`src/rtl/nsp_pkg.sv`:
```
package nsp_pkg;

   typedef enum logic [2:0] {
      ST_IDLE  = 3'd0,
      ST_GRACE = 3'd1,
      ST_STORE = 3'd2,
      ST_HOLD  = 3'd3,
      ST_RECOV = 3'd4,
      ST_SKIP  = 3'd5
   } nsp_state_e;

   function automatic int cnt_width(input int limit);
      return (limit > 1) ? $clog2(limit) : 1;
   endfunction

endpackage

```
`src/rtl/nsp_sync.sv`:
```
module nsp_sync #(
   parameter int   STAGES  = 2,
   parameter logic RST_VAL = 1'b1
) (
   input  logic clk,
   input  logic rst_n,
   input  logic d,
   output logic q
);

   generate
      if (STAGES == 1) begin : g_single
         logic flop;
         always_ff @(posedge clk or negedge rst_n) begin
            if (!rst_n) flop <= RST_VAL;
            else        flop <= d;
         end
         assign q = flop;
      end else begin : g_chain
         logic [STAGES-1:0] chain;
         always_ff @(posedge clk or negedge rst_n) begin
            if (!rst_n) chain <= {STAGES{RST_VAL}};
            else        chain <= {chain[STAGES-2:0], d};
         end
         assign q = chain[STAGES-1];
      end
   endgenerate

endmodule

```
`src/rtl/nsp_pulse_qual.sv`:
```
module nsp_pulse_qual #(
   parameter int MIN_PULSE = 4
) (
   input  logic clk,
   input  logic rst_n,
   input  logic pin_s,
   output logic req_q
);

   localparam int QW = $clog2(MIN_PULSE + 1);

   logic [QW-1:0] low_run;

   always_ff @(posedge clk or negedge rst_n) begin
      if (!rst_n)                          low_run <= '0;
      else if (pin_s)                      low_run <= '0;
      else if (low_run != QW'(MIN_PULSE))  low_run <= low_run + 1'b1;
   end

   assign req_q = (low_run == QW'(MIN_PULSE));

endmodule

```
`src/rtl/nsp_tick_cnt.sv`:
```
module nsp_tick_cnt #(
   parameter int LIMIT = 8
) (
   input  logic clk,
   input  logic rst_n,
   input  logic clr,
   output logic hit
);

   localparam int CW = nsp_pkg::cnt_width(LIMIT);
   localparam logic [CW-1:0] LAST = CW'(LIMIT - 1);

   logic [CW-1:0] cnt;

   always_ff @(posedge clk or negedge rst_n) begin
      if (!rst_n)           cnt <= '0;
      else if (clr)         cnt <= '0;
      else if (cnt != LAST) cnt <= cnt + 1'b1;
   end

   assign hit = (cnt == LAST);

endmodule

```
`src/rtl/nvstore_pin_ctrl.sv`:
```
module nvstore_pin_ctrl
   import nsp_pkg::*;
#(
   parameter int SYNC_STAGES = 2,
   parameter int MIN_PULSE   = 4,
   parameter int GRACE_CYC   = 8,
   parameter int RECOVER_CYC = 6
) (
   input  logic clk,
   input  logic rst_n,
   input  logic pin_in,
   output logic pin_drive_low,
   input  logic acc_req,
   input  logic acc_wr,
   output logic rd_ok,
   output logic wr_ok,
   input  logic dirty,
   input  logic store_done,
   output logic store_start
);

   generate
      if (SYNC_STAGES < 1) begin : g_bad_sync
         $error("SYNC_STAGES must be at least 1");
      end
      if (MIN_PULSE < 1) begin : g_bad_pulse
         $error("MIN_PULSE must be at least 1");
      end
      if (GRACE_CYC < 1) begin : g_bad_grace
         $error("GRACE_CYC must be at least 1");
      end
      if (RECOVER_CYC < 1) begin : g_bad_recov
         $error("RECOVER_CYC must be at least 1");
      end
   endgenerate

   logic       pin_s;
   logic       req_q;
   logic       grace_hit;
   logic       recov_hit;
   logic       start_q;
   logic       wr_hold;
   logic       access_on;
   logic       wr_block;
   nsp_state_e st, nxt;

   nsp_sync #(.STAGES(SYNC_STAGES), .RST_VAL(1'b1)) u_sync (
      .clk   (clk),
      .rst_n (rst_n),
      .d     (pin_in),
      .q     (pin_s)
   );

   nsp_pulse_qual #(.MIN_PULSE(MIN_PULSE)) u_qual (
      .clk   (clk),
      .rst_n (rst_n),
      .pin_s (pin_s),
      .req_q (req_q)
   );

   nsp_tick_cnt #(.LIMIT(GRACE_CYC)) u_grace (
      .clk   (clk),
      .rst_n (rst_n),
      .clr   (st != ST_GRACE),
      .hit   (grace_hit)
   );

   nsp_tick_cnt #(.LIMIT(RECOVER_CYC)) u_recov (
      .clk   (clk),
      .rst_n (rst_n),
      .clr   (st != ST_RECOV),
      .hit   (recov_hit)
   );

   always_comb begin
      nxt = st;
      unique case (st)
         ST_IDLE:  if (req_q)      nxt = ST_GRACE;
         ST_GRACE: if (grace_hit)  nxt = dirty ? ST_STORE : ST_SKIP;
         ST_STORE: if (store_done) nxt = ST_HOLD;
         ST_HOLD:  if (pin_s)      nxt = ST_RECOV;
         ST_RECOV: if (recov_hit)  nxt = ST_IDLE;
         ST_SKIP:  if (pin_s)      nxt = ST_IDLE;
         default:                  nxt = ST_IDLE;
      endcase
   end

   always_ff @(posedge clk or negedge rst_n) begin
      if (!rst_n) begin
         st      <= ST_IDLE;
         start_q <= 1'b0;
         wr_hold <= 1'b0;
      end else begin
         st      <= nxt;
         start_q <= (st == ST_GRACE) && grace_hit && dirty;
         wr_hold <= wr_ok;
      end
   end

   assign access_on = (st == ST_IDLE) || (st == ST_GRACE) || (st == ST_SKIP);
   assign wr_block  = !pin_s || (st != ST_IDLE);

   assign rd_ok         = acc_req && !acc_wr && access_on;
   assign wr_ok         = acc_req && acc_wr && access_on && (!wr_block || wr_hold);
   assign pin_drive_low = (st == ST_STORE);
   assign store_start   = start_q;

endmodule

```
`config.mk`:
```
export PLATFORM = sky130hd
export DESIGN_NAME = nvstore_pin_ctrl
export DESIGN_NICKNAME = d
export VERILOG_FILES = /design/src/rtl/nsp_pkg.sv /design/src/rtl/nsp_sync.sv /design/src/rtl/nsp_pulse_qual.sv /design/src/rtl/nsp_tick_cnt.sv /design/src/rtl/nvstore_pin_ctrl.sv
export SDC_FILE = /design/constraint.sdc
export NUM_CORES = 1
export LEC_CHECK = 0
export ABC_CLOCK_PERIOD_IN_PS = 1900
export BUFFER_PORTS_ARGS = -buffer_cell sky130_fd_sc_hd__buf_4
export CORE_MARGIN = 2
export CORE_UTILIZATION = 47
export CTS_BUF_LIST = sky130_fd_sc_hd__clkbuf_8
export CTS_CLUSTER_SIZE = 16
export DETAILED_ROUTE_END_ITERATION = 12
export PLACE_DENSITY = 0.64
export SLEW_MARGIN = 20
export SYNTH_ARGS = -nofsm -noshare
export SYNTH_HDL_FRONTEND = slang
export SYNTH_SLANG_ARGS = --single-unit
```
`constraint.sdc`:
```
create_clock -name clk -period 1.9 [get_ports clk]
set_input_delay 0.095 -clock clk [delete_from_list [all_inputs] [get_ports clk]]
set_output_delay 0.095 -clock clk [all_outputs]
set_load 0.03 [all_outputs]
```
# After elaboration in Yosys (flattened, before gate mapping)
# Index checks and enable logic that the tools add are counted.
# Widths: inputs -> output; s select.
# op_classes
addsub,3
n_eq_ne,19
muxes,14
n_reduce_logical,20
# ops
operator,count
$mux 3,13
$pmux 3 s6,1
$eq 3x3->1 const B,5
$ne 3x3->1 const B,4
$add 3x1->3 const B,3
$logic_and 1x1->1,7
$eq 3x2->1 const B,2
$ne 2x1->1 const B,3
$ne 2x2->1 const B,3
$reduce_and 6->1,1
$reduce_bool 2->1,3
$logic_or 1x1->1,4
$eq 3x1->1 const B,1
$logic_not 1->1,3
$logic_not 3->1,1
$ne 3x1->1 const B,1
$reduce_bool 3->1,1
# totals
regBits,16
input_bits,7
out_inout_bits,4
word_cells,63

# Longest topological paths before layout
# logic_depth
depth_word,5
depth_mapped,6
depth_no_buf,6

# Hierarchy
# A second synthesis with hierarchy kept.
# hier_totals
cells_unflattened,84
area_unflattened_um2,852.1
# modules_own_cells
module,n_inst,cells_per_inst,area_each_um2,seq_area_each_um2
nvstore_pin_ctrl,1,39,319.1,125.1
nsp_pulse_qual,1,17,176.4,75.1
nsp_tick_cnt (u_recov),1,15,163.9,75.1
nsp_tick_cnt (u_grace),1,11,140.1,75.1
nsp_sync,1,2,52.6,52.6

# Worst setup path before layout
# Ideal clock, no wire load.
# synth_timing
path_type,reg-to-reg
startpoint,register u_grace.cnt[0]
endpoint,register st[0]
setup_time_ps,128
arrival_time_ps,1553
t_required_ps,1772
path_slack_ps,220
stages_incl_launch_ff,7
n_path_buf,1
period_less_slack_ps,1680
path_cell_list,dfrtp_1 ha_1 ha_1 clkbuf_2 a2bb2oi_2 o211ai_2 mux2_1
# synth_between
elab_chain_cells,3
# synth_lines
item,line,source
from (decl),nsp_tick_cnt.sv:13,logic [CW-1:0] cnt;
from (signal assigned),nsp_tick_cnt.sv:18,else if (cnt != LAST) cnt <= cnt + 1'b1;
$eq 3x3->1,nsp_tick_cnt.sv:21,assign hit = (cnt == LAST);
$ne 2x2->1 (no line),-,
$reduce_and 6->1 (no line),-,
to (signal assigned),nvstore_pin_ctrl.sv:94,st <= nxt;
to (decl),nvstore_pin_ctrl.sv:45,"nsp_state_e st, nxt;"
# Every way passes these cells.
# A chain may end at the register's enable or synchronous reset.

# Final worst setup path
# Same ends and word-level chain as after synthesis.

==> qor.yml <==
status: "finished clean"
syn_to_final_growth_pct: 16.7
cts_sinks: 16
p_int_uw: 765
synth-seq-cells: 16
grtUsageTotal: 0.146
finalWirelength_mm: 1.33
final.setup_skew_ns: 0.00348
drtIter0Drc: 4
finalSetupTns_ns: 0
postCtsSetupBuffers: 0
final_nets: 105
yosysMostFrequentCell: "dfrtp_1"
synth_area_um2: 853
fmax_ghz: 0.574
min_period_over_period: 0.918
slew_violations: 0
post_cts_resize_count: 0
critPathKind: "reg -> reg"
grt_max_degree: 17
crit_fanout: 5
num_io_pins: 11
cts_buffer_depth: 2
placed_cells: 110
yosysTopAreaCellShare: 0.411
core.rowCount: 15
htree_levels: 1
dr.pass1.iters: 4
vias: 561
synth_common_cells: "dfrtp_1 (14), nor2_1 (11), ha_1 (6), nand2_1 (6), nor3_1 (5)"
diodes: 0
yosysTopAreaCell: "dfrtp_1"
postCtsHoldBufs: 2
clockPowerShare: 0.217
grt_pass1_wl_mm: 2.15
arrival_ns: 1.88
wl_per_cell_um: 11.5
tightest_slew_ns: 0.462
die_area_um2: 2170
period_minus_slack_ns: 1.74
powerDensity_nw_per_um2: 1190
path_clk_slew_ns: 0.06
core_area_um2: 1710
synth_cell_types: 30
start_util: 0.500
clk_latency_ns: 0.25
synth.avg_cell_area_um2: 10.8
worst_hold_slack_ns: 0.113
p_leak_uw: 0.000481
ys_warn_count: 0
ys.flop_type: "dfrtp_1"
setup_ws_ns: 0.157
cap_viol_max_count: 0
ir_drop_mv: 0.758
cts_buffers: 3
end_kind: "flip-flop"
die_x_um: 46.6
dpl.hpwl_um: 975
grt_pass1_vias: 529
layout.cells.non_filler: 116
cts_tree: "built"
place_area_um2: 931
pre_cts_ws_ns: 0.177
min-delay-path-class: "in -> reg"
drive_gt1_frac: 0.209
overflow: 0
setup_viol: 0
hold_violations: 0
drc: 0
antenna_found_initial: 0
synth_area_leaders: "dfrtp_1 (41%), ha_1 (8.8%), dfstp_2 (6.2%)"
gp_congestion: 0.689
synth_fp_nets: 92
synthArstFlopShare: 1.00
pwr-share-seq: 0.445
chipHeight_um: 46.6
power.switching_uw: 416
routed_via_density: 4.84
final_area_um2: 996
yosysSeqAreaShare: 0.472
synth-edff-count: 0
switching_share: 0.352
combPwrFrac: 0.338
clockRootBuffer: "clkbuf_8"
rsz0062_at_grt: "false"
cp.required_ns: 2.03
synthCells: 79
relSlewSlack: 0.692
portBuffers: 10
critPathLaunchType: "flip-flop"
antenna_left: 0
critical path, stage by stage (launching register included):
cell       delay (ns)
dfrtp_1          0.39
ha_1             0.21
ha_1             0.27
a2bb2oi_2        0.19
o211ai_2         0.21
mux2_1           0.35
state kept, by name (all words and copies together), names as in the netlist:
register and count:
st 3, store_start 1, u_grace.cnt 3, u_qual.low_run 3, u_recov.cnt 3, u_sync.g_chain.chain 2
wr_hold 1
logic make-up (layout without fill, tap and decap cells):
logic type | count (synthesis) | in the layout | share of synthesized area
buf+inv | 7 | 19 | 0.0469
simple gates | 32 | 32 | 0.195
xor+xnor | 4 | 4 | 0.0411
compound gates | 8 | 8 | 0.0821
mux | 6 | 6 | 0.0748
fa+ha+maj | 6 | 6 | 0.0880
flops | 16 | 16 | 0.472
worst paths after layout:
kind                                              start                 endpoint  slack (ns)  cells past startpoint
worst min-delay path                             acc_wr                  wr_hold        0.11                      2
worst min register to register  u_sync.g_chain.chain[0]  u_sync.g_chain.chain[1]        0.35                      0
worst max-delay path                     u_grace.cnt[0]                    st[0]        0.16                      5
worst max register to register           u_grace.cnt[0]                    st[0]        0.16                      5
min in group asynchronous                         rst_n           u_grace.cnt[2]        0.24                      2
max in group asynchronous                         rst_n  u_sync.g_chain.chain[0]        1.41                      2
per-layer routing:
layer / vias up / track usage / routed length [um]
met4: 0 / 0.100 / 29
li1: 292 / - / -
met5: - / 0 / 0
met3: 4 / 0.0353 / 28
met2: 4 / 0.228 / 624
met1: 261 / 0.176 / 652
final cells by class:
| type | count | area (um^2) |
|---|---|---|
| Fill cell | 155 | 712 |
| Multi-Input combinational cell | 56 | 410 |
| Sequential cell | 16 | 403 |
| Timing Repair Buffer | 12 | 95.1 |
| Clock buffer | 3 | 41.3 |
| Tap cell | 25 | 31.3 |
| Inverter | 3 | 11.3 |
| Clock inverter | 1 | 3.75 |
stage by stage:
step	util	power, uW
finish	0.583	1180
global route	0.583	1270
CTS	0.583	1200
detailed placement	0.545	933
global placement	0.545	922
floorplan	-	868
layout by cell type, fill, tap and decap left out, drive strengths merged, types with 3 or more instances in the layout:
| cell type | count |
|---|---|
| dfrtp | 14 |
| nor2 | 11 |
| buf | 10 |
| nand2 | 6 |
| ha | 6 |
| nor3 | 5 |
| inv | 4 |
| mux2 | 3 |
| mux2i | 3 |
| clkbuf | 3 |
| nor2b | 3 |
power groups by stage:
stage                     clock network, uW  registers (uW)  logic (uW)
final                                   256             526         400
after global routing                    282             540         449
after CTS                               264             526         407
after detailed placement                  0             532         401
after global placement                    0             530         392
after floorplan                           0             454         414
Power figures use the tool's default switching activity.
